**config.mk**
```make
export PLATFORM = sky130hd
export DESIGN_NAME = snz_sequencer
export DESIGN_NICKNAME = d
export VERILOG_FILES = /design/src/rtl/snz_pkg.sv /design/src/rtl/snz_sync.sv /design/src/rtl/snz_fsm.sv /design/src/rtl/snz_cmd_check.sv /design/src/rtl/snz_sequencer.sv
export SDC_FILE = /design/constraint.sdc
export NUM_CORES = 1
export LEC_CHECK = 0
export ABC_AREA = 1
export BUFFER_PORTS_ARGS = -buffer_cell sky130_fd_sc_hd__buf_2
export CAP_MARGIN = 5
export CELL_PAD_IN_SITES_DETAIL_PLACEMENT = 1
export CELL_PAD_IN_SITES_GLOBAL_PLACEMENT = 2
export CORE_AREA = 2 2 39 41
export DETAILED_ROUTE_END_ITERATION = 6
export DIE_AREA = 0 0 41 43
export PLACE_DENSITY_LB_ADDON = 0.1
export SETUP_SLACK_MARGIN = 0.4
export SYNTH_ARGS = -nofsm -noshare
export SYNTH_HDL_FRONTEND = slang
export SYNTH_SLANG_ARGS = --single-unit
```
**constraint.sdc**
```tcl
create_clock -name clk -period 2 [get_ports clk]
set_input_delay 0.6 -clock clk [delete_from_list [all_inputs] [get_ports clk]]
set_output_delay 0.6 -clock clk [all_outputs]
set_load 0.01 [all_outputs]
```
**src/rtl/snz_pkg.sv**
```systemverilog
package snz_pkg;
  typedef enum logic [1:0] {
    ST_ACTIVE  = 2'd0,
    ST_ENTER   = 2'd1,
    ST_SNOOZE  = 2'd2,
    ST_RECOVER = 2'd3
  } snz_state_e;

  typedef enum logic [1:0] {
    OP_DESEL = 2'd0,
    OP_READ  = 2'd1,
    OP_WRITE = 2'd2,
    OP_BURST = 2'd3
  } snz_op_e;
endpackage

```
**src/rtl/snz_sync.sv**
```systemverilog
module snz_sync #(
  parameter int STAGES = 2
) (
  input  logic clk,
  input  logic rst_n,
  input  logic async_in,
  output logic sync_out
);
  logic [STAGES-1:0] chain;

  always_ff @(posedge clk) begin
    if (!rst_n) chain <= '0;
    else        chain <= {chain[STAGES-2:0], async_in};
  end

  assign sync_out = chain[STAGES-1];
endmodule

```
**src/rtl/snz_fsm.sv**
```systemverilog
module snz_fsm
  import snz_pkg::*;
#(
  parameter int ENTRY_CYCLES = 2,
  parameter int EXIT_CYCLES  = 2
) (
  input  logic       clk,
  input  logic       rst_n,
  input  logic       req_s,
  output snz_state_e state,
  output logic       entry_start
);
  localparam int MAXC  = (ENTRY_CYCLES > EXIT_CYCLES) ? ENTRY_CYCLES : EXIT_CYCLES;
  localparam int CNT_W = (MAXC > 1) ? $clog2(MAXC) : 1;
  localparam logic [CNT_W-1:0] ENTRY_LOAD = CNT_W'(ENTRY_CYCLES - 1);
  localparam logic [CNT_W-1:0] EXIT_LOAD  = CNT_W'(EXIT_CYCLES - 1);

  logic [CNT_W-1:0] cnt;

  assign entry_start = (state == ST_ACTIVE) && req_s;

  always_ff @(posedge clk) begin
    if (!rst_n) begin
      state <= ST_ACTIVE;
      cnt   <= '0;
    end else begin
      unique case (state)
        ST_ACTIVE: if (req_s) begin
          state <= ST_ENTER;
          cnt   <= ENTRY_LOAD;
        end
        ST_ENTER: begin
          if (!req_s)         state <= ST_ACTIVE;
          else if (cnt == '0) state <= ST_SNOOZE;
          else                cnt   <= cnt - 1'b1;
        end
        ST_SNOOZE: if (!req_s) begin
          state <= ST_RECOVER;
          cnt   <= EXIT_LOAD;
        end
        ST_RECOVER: begin
          if (cnt == '0) state <= ST_ACTIVE;
          else           cnt   <= cnt - 1'b1;
        end
        default: state <= ST_ACTIVE;
      endcase
    end
  end

  assert_abort_R4: assert property (@(posedge clk) disable iff (!rst_n)
    (state == ST_ENTER && !req_s) |=> state == ST_ACTIVE);

  assert_exit_now_R5: assert property (@(posedge clk) disable iff (!rst_n)
    (state == ST_SNOOZE && !req_s) |=> state == ST_RECOVER);

  assert_recover_done_R10: assert property (@(posedge clk) disable iff (!rst_n)
    state == ST_RECOVER |=> (state == ST_RECOVER || state == ST_ACTIVE));

  assert_snooze_via_entry_R2: assert property (@(posedge clk) disable iff (!rst_n)
    $rose(state == ST_SNOOZE) |-> $past(state == ST_ENTER && req_s));
endmodule

```
**src/rtl/snz_cmd_check.sv**
```systemverilog
module snz_cmd_check
  import snz_pkg::*;
(
  input  logic       clk,
  input  logic       rst_n,
  input  logic       in_recover,
  input  logic       cmd_valid,
  input  logic [1:0] cmd_op,
  input  logic       entry_start,
  input  logic       op_pending,
  output logic       recovery_err,
  output logic       pending_warn
);
  logic legal_op;
  assign legal_op = (cmd_op == OP_DESEL) || (cmd_op == OP_READ);

  always_ff @(posedge clk) begin
    if (!rst_n) begin
      recovery_err <= 1'b0;
      pending_warn <= 1'b0;
    end else begin
      recovery_err <= in_recover && cmd_valid && !legal_op;
      pending_warn <= entry_start && op_pending;
    end
  end

  assert_err_window_R8: assert property (@(posedge clk) disable iff (!rst_n)
    recovery_err |-> $past(in_recover));

  assert_err_cmd_R7: assert property (@(posedge clk) disable iff (!rst_n)
    recovery_err |-> $past(cmd_valid && cmd_op[1]));

  assert_warn_pending_R9: assert property (@(posedge clk) disable iff (!rst_n)
    pending_warn |-> $past(op_pending && entry_start));
endmodule

```
**src/rtl/snz_sequencer.sv**
```systemverilog
module snz_sequencer
  import snz_pkg::*;
#(
  parameter int SYNC_STAGES  = 2,
  parameter int ENTRY_CYCLES = 2,
  parameter int EXIT_CYCLES  = 2
) (
  input  logic       clk,
  input  logic       rst_n,
  input  logic       snooze_req,
  input  logic       op_pending,
  input  logic       cmd_valid,
  input  logic [1:0] cmd_op,
  output logic       input_gate,
  output logic       hiz_force,
  output logic       low_power,
  output logic       recovery_err,
  output logic       pending_warn
);
  logic       req_s;
  logic       entry_start;
  snz_state_e state;

  snz_sync #(.STAGES(SYNC_STAGES)) u_sync (
    .clk(clk), .rst_n(rst_n), .async_in(snooze_req), .sync_out(req_s)
  );

  snz_fsm #(.ENTRY_CYCLES(ENTRY_CYCLES), .EXIT_CYCLES(EXIT_CYCLES)) u_fsm (
    .clk(clk), .rst_n(rst_n), .req_s(req_s), .state(state), .entry_start(entry_start)
  );

  snz_cmd_check u_chk (
    .clk(clk), .rst_n(rst_n), .in_recover(state == ST_RECOVER),
    .cmd_valid(cmd_valid), .cmd_op(cmd_op), .entry_start(entry_start),
    .op_pending(op_pending), .recovery_err(recovery_err), .pending_warn(pending_warn)
  );

  assign low_power  = (state == ST_SNOOZE);
  assign input_gate = (state == ST_SNOOZE) || (state == ST_RECOVER);
  assign hiz_force  = input_gate;

  assert_lp_gated_R3: assert property (@(posedge clk) disable iff (!rst_n)
    low_power |-> (input_gate && hiz_force));

  assert_lp_drop_R5: assert property (@(posedge clk) disable iff (!rst_n)
    $fell(low_power) |-> (input_gate && !$past(req_s)));

  assert_gate_hold_R6: assert property (@(posedge clk) disable iff (!rst_n)
    $fell(input_gate) |-> $past(!low_power));
endmodule

```
# Word level (Yosys, flattened, before mapping)
# Cells that the tools add are included.
[totals]
regBits = 7
word_cells = 37
[op_classes]
add_sub_neg = 1
n_eq_ne = 9
mux = 11
n_reduce_logical = 11
[op_table]
columns = ["cell", "n"]
rows = [
  ["$mux 2", 5],
  ["$ne 2x2->1 const B", 4],
  ["$pmux 2 s4", 1],
  ["$eq 2x1->1 const B", 2],
  ["$eq 2x2->1 const B", 2],
  ["$logic_and 1x1->1", 4],
  ["$logic_not 2->1", 2],
  ["$mux 1", 4],
  ["$pmux 1 s4", 1],
  ["$reduce_and 4->1", 1],
  ["$ne 3x3->1 const B", 1],
  ["$reduce_and 3->1", 1],
  ["$logic_or 1x1->1", 2],
  ["$logic_not 1->1", 1],
  ["$sub 1x1->1 const B", 1],
]

# Depth between registers and ports, before layout
[depth]
word_depth = 4
depth_mapped = 4

# Modules after synthesis
# A second synthesis with hierarchy kept.
[hier_totals]
cells_unflattened = 44
hier_area_um2 = 295.3
[modules_own_cells]
columns = ["module", "instances", "cells_per_inst", "area_each_um2", "seq_area_each_um2"]
rows = [
  ["snz_fsm", 1, 24, 146.4, 60.1],
  ["snz_cmd_check", 1, 8, 65.1, 40.0],
  ["snz_sync", 1, 6, 55.1, 40.0],
  ["snz_sequencer", 1, 6, 28.8, 0.0],
]

# Worst setup path before layout
# OpenSTA, ideal clock, no wires.
[synth_timing]
kind = "reg-to-output"
start = "reg (tool-made name)"
end = "out input_gate"
arrival_ns = 0.711
t_required_ns = 1.400
setup_slack_ns = 0.689
stages_incl_launch_ff = 3
cell_sequence = "dfxtp_1 > clkbuf_1 > buf_4"
[synth_rtl]
columns = ["element", "line_no", "text"]
rows = [
  ["end: declaration", "snz_sequencer.sv:14", "output logic input_gate,"],
]

==> results.md <==
* Status: completed
* Total number of vias at 283
* Max incr delay on CP at around 0.38 ns
* Tmin final at 1.50 ns
* Sw frac at around a quarter
* Logic gate share of total power at 7.5%
* Htree depth at 1
* Routed wire length at between 600 and 700 um
* Starting Density at 20.4%
* Post-synthesis register bit count at 7
* Unrepaired setup endpoints after global routing: no
* Final TNS setup at 0 ns
* TritonCTS clock tree: done
* Share of layout cells above drive strength 1 at 36.7%
* Vias in the first global route at 268
* P_sw at 0.0712 mW
* Clock Pin Slew Worst Setup and Hold Paths at about 0.050 ns
* Post-route ant nets at 0
* Avg WL per Cell at roughly 9.9 um
* Total design power at 0.301 mW
* Mapped Area at 283 um^2
* PwrDens at 809 mW/mm^2
* Commonest non-fill, non-tap cell in the layout: buf_2
* Largest net degree at the start of global routing at 8
* Least-Margin Pin Slew at 0.190 ns
* Antenna violations before repair at 0
* GRT overflow at 0
* Fillers at 182
* DRT Pass-1 Iters at 2
* Worst r2r src: u_fsm.state[0]
* DRC errors left at 0
* Crit-path leading delay family: flip-flops
* Reg2Reg Setup Slack at approximately 1.1 ns
* Worst endpoint required time at 1.40 ns
* GRT Overall Usage at 9.65%
* Worst path bufs/invs at 2
* Crit Path Class: flop to primary output
* Synth Warn # at 0
* Slew Viols, Final at 0
* Max_slew headroom at a little under 90%
* CTS root buf: clkbuf_4
* Worst setup SP type: flop
* Critical path cell sequence: inv_2 > nor2_1 > buf_2
* Clk sinks at 7
* Final Cycle Share at 75.0%
* Post-DP HPWL at 491 um
* CP endpoint kind: primary output
* Post-layout nets at 57
* Post-synthesis area per instance at 7.64 um^2
* Num rows at 14
* Antenna Diode Count at 0
* Cell count after synthesis at 37
* DRT iter0 DRCs at 2
* Int Power at 0.229 mW
* Leakage power at around 0.19 nW
* Arr. time, crit path at 0.90 ns
* Yosys cell types at 15
* First-pass GRT wire length at 1080 um
* RePlAce Congestion at 0.759
* Num CTS Buffers at 3
* Die H at around 43 um
* Die width at 41 um
* Setup bufs post-CTS at 0
* Die area at 0.00176 mm^2
* Hold WC Path Type: flop to flop
* Clock Skew at 0.000204 ns
* Vias/cell at 4.35
* Endpoints failing hold at 0
* Worst Path Max Fanout at 7
* Worst IR Drop VDD at 0.000257 V
* Post-synth net total at 44
* Skew-Pair Late Insertion Delay at 0.25 ns
* MaxCap Viol Count at 0
* Highest-delay cell along the critical path: dfxtp_4
* Peak Freq at 667 MHz
* HP Start: u_sync.chain[0]
* I/O pin count at 12
* Core area at 0.00138 mm^2
* Reg power frac at 49.3%
* Part of the Yosys area used for sequential elements at 49.6%
* Clock group share of total power at 43.2%
* Most frequent cells in the layout: 10 x buf_2, 6 x inv_1, 6 x dfxtp_1, 5 x nand2_1, 4 x nor2_1
* Setup violators final at 0
* Port bufs at 10
* Area grow syn2layout at 31.4%
* Clock Tree Buf Depth at 2
==> area by class of cell <==
cell class / count / area (um^2) / area share [%]
clock buffer: 4 / 26.3 / 7.07
tap: 16 / 20.0 / 5.39
timing repair buffer: 10 / 50.0 / 13.5
inverter: 7 / 26.3 / 7.07
sequential: 7 / 144 / 38.7
multi-input combinational: 21 / 105 / 28.3
==> path summary, 6_finish.rpt <==
| check | end | cells past startpoint |
|---|---|---|
| setup reg to reg | flop | 3 |
| hold reg to reg | u_sync.chain[1] | 2 |
| hold / removal | u_sync.chain[1] | 2 |
| setup / recovery | low_power | 3 |
==> power by group through the flow <==
stage	registers, mW	clock network, mW	logic [mW]
after floorplan	0.151	0	0.0134
after global placement	0.152	0	0.0223
after detailed placement	0.152	0	0.0231
after CTS	0.149	0.140	0.0232
after global routing	0.149	0.148	0.0262
final	0.148	0.130	0.0225
==> cells in the mapped netlist, drive strengths merged <==
cell / number / area share, %
nand3: 4 / 8.8
buf: 1 / 2.7
clkbuf: 1 / 1.3
nor3: 1 / 1.8
a21oi: 3 / 6.6
dfxtp: 7 / 50
inv: 7 / 9.3
nor2: 4 / 5.3
nand4: 1 / 2.2
o21ai: 2 / 3.5
nand2: 6 / 8.9
==> tightest hold or removal path, delay by kind of cell (launching register included) <==
kind / cells / cell delay, ns
flip-flops: 1 / 0.30
buffers and inverters: 1 / 0.04
AND/OR/NAND/NOR: 1 / 0.05
==> through the flow <==
step                std cells  cell area [um^2]  hold WS, ns  utilization [%]  worst slack (ns)
floorplan                  37               283        0.390                -             0.689
global placement           61               342        0.396             24.7             0.660
detailed placement         61               342        0.404             24.7             0.629
CTS                        65               369        0.419             26.7             0.438
global route               65               372        0.440             26.9             0.430
finish                     65               372        0.414             26.9             0.500
==> cells by family (layout without fill, tap and decap cells) <==
kind of cell / count (synthesis) / after routing / synth area share [%]
buffers and inverters: 9 / 21 / 13.3
DFF: 7 / 7 / 49.6
AOI/OAI and AO/OA: 5 / 5 / 10.2
and+or+nand+nor: 16 / 16 / 27.0
==> what timing repair did <==
action,4_1_cts,5_1_grt
hold buffers,0,0
gates resized for setup,1,1
gates cloned,0,0
setup endpoints to repair,1,1
==> routing by layer <==
metal	share of wire, %	track usage [%]	up-vias
met5	0	0	-
li1	-	-	139
met2	47	13.4	9
met4	0.77	8.00	0
met1	46	10.3	133
met3	6.2	4.71	2
No activity file was read; power rests on OpenSTA's default activity.
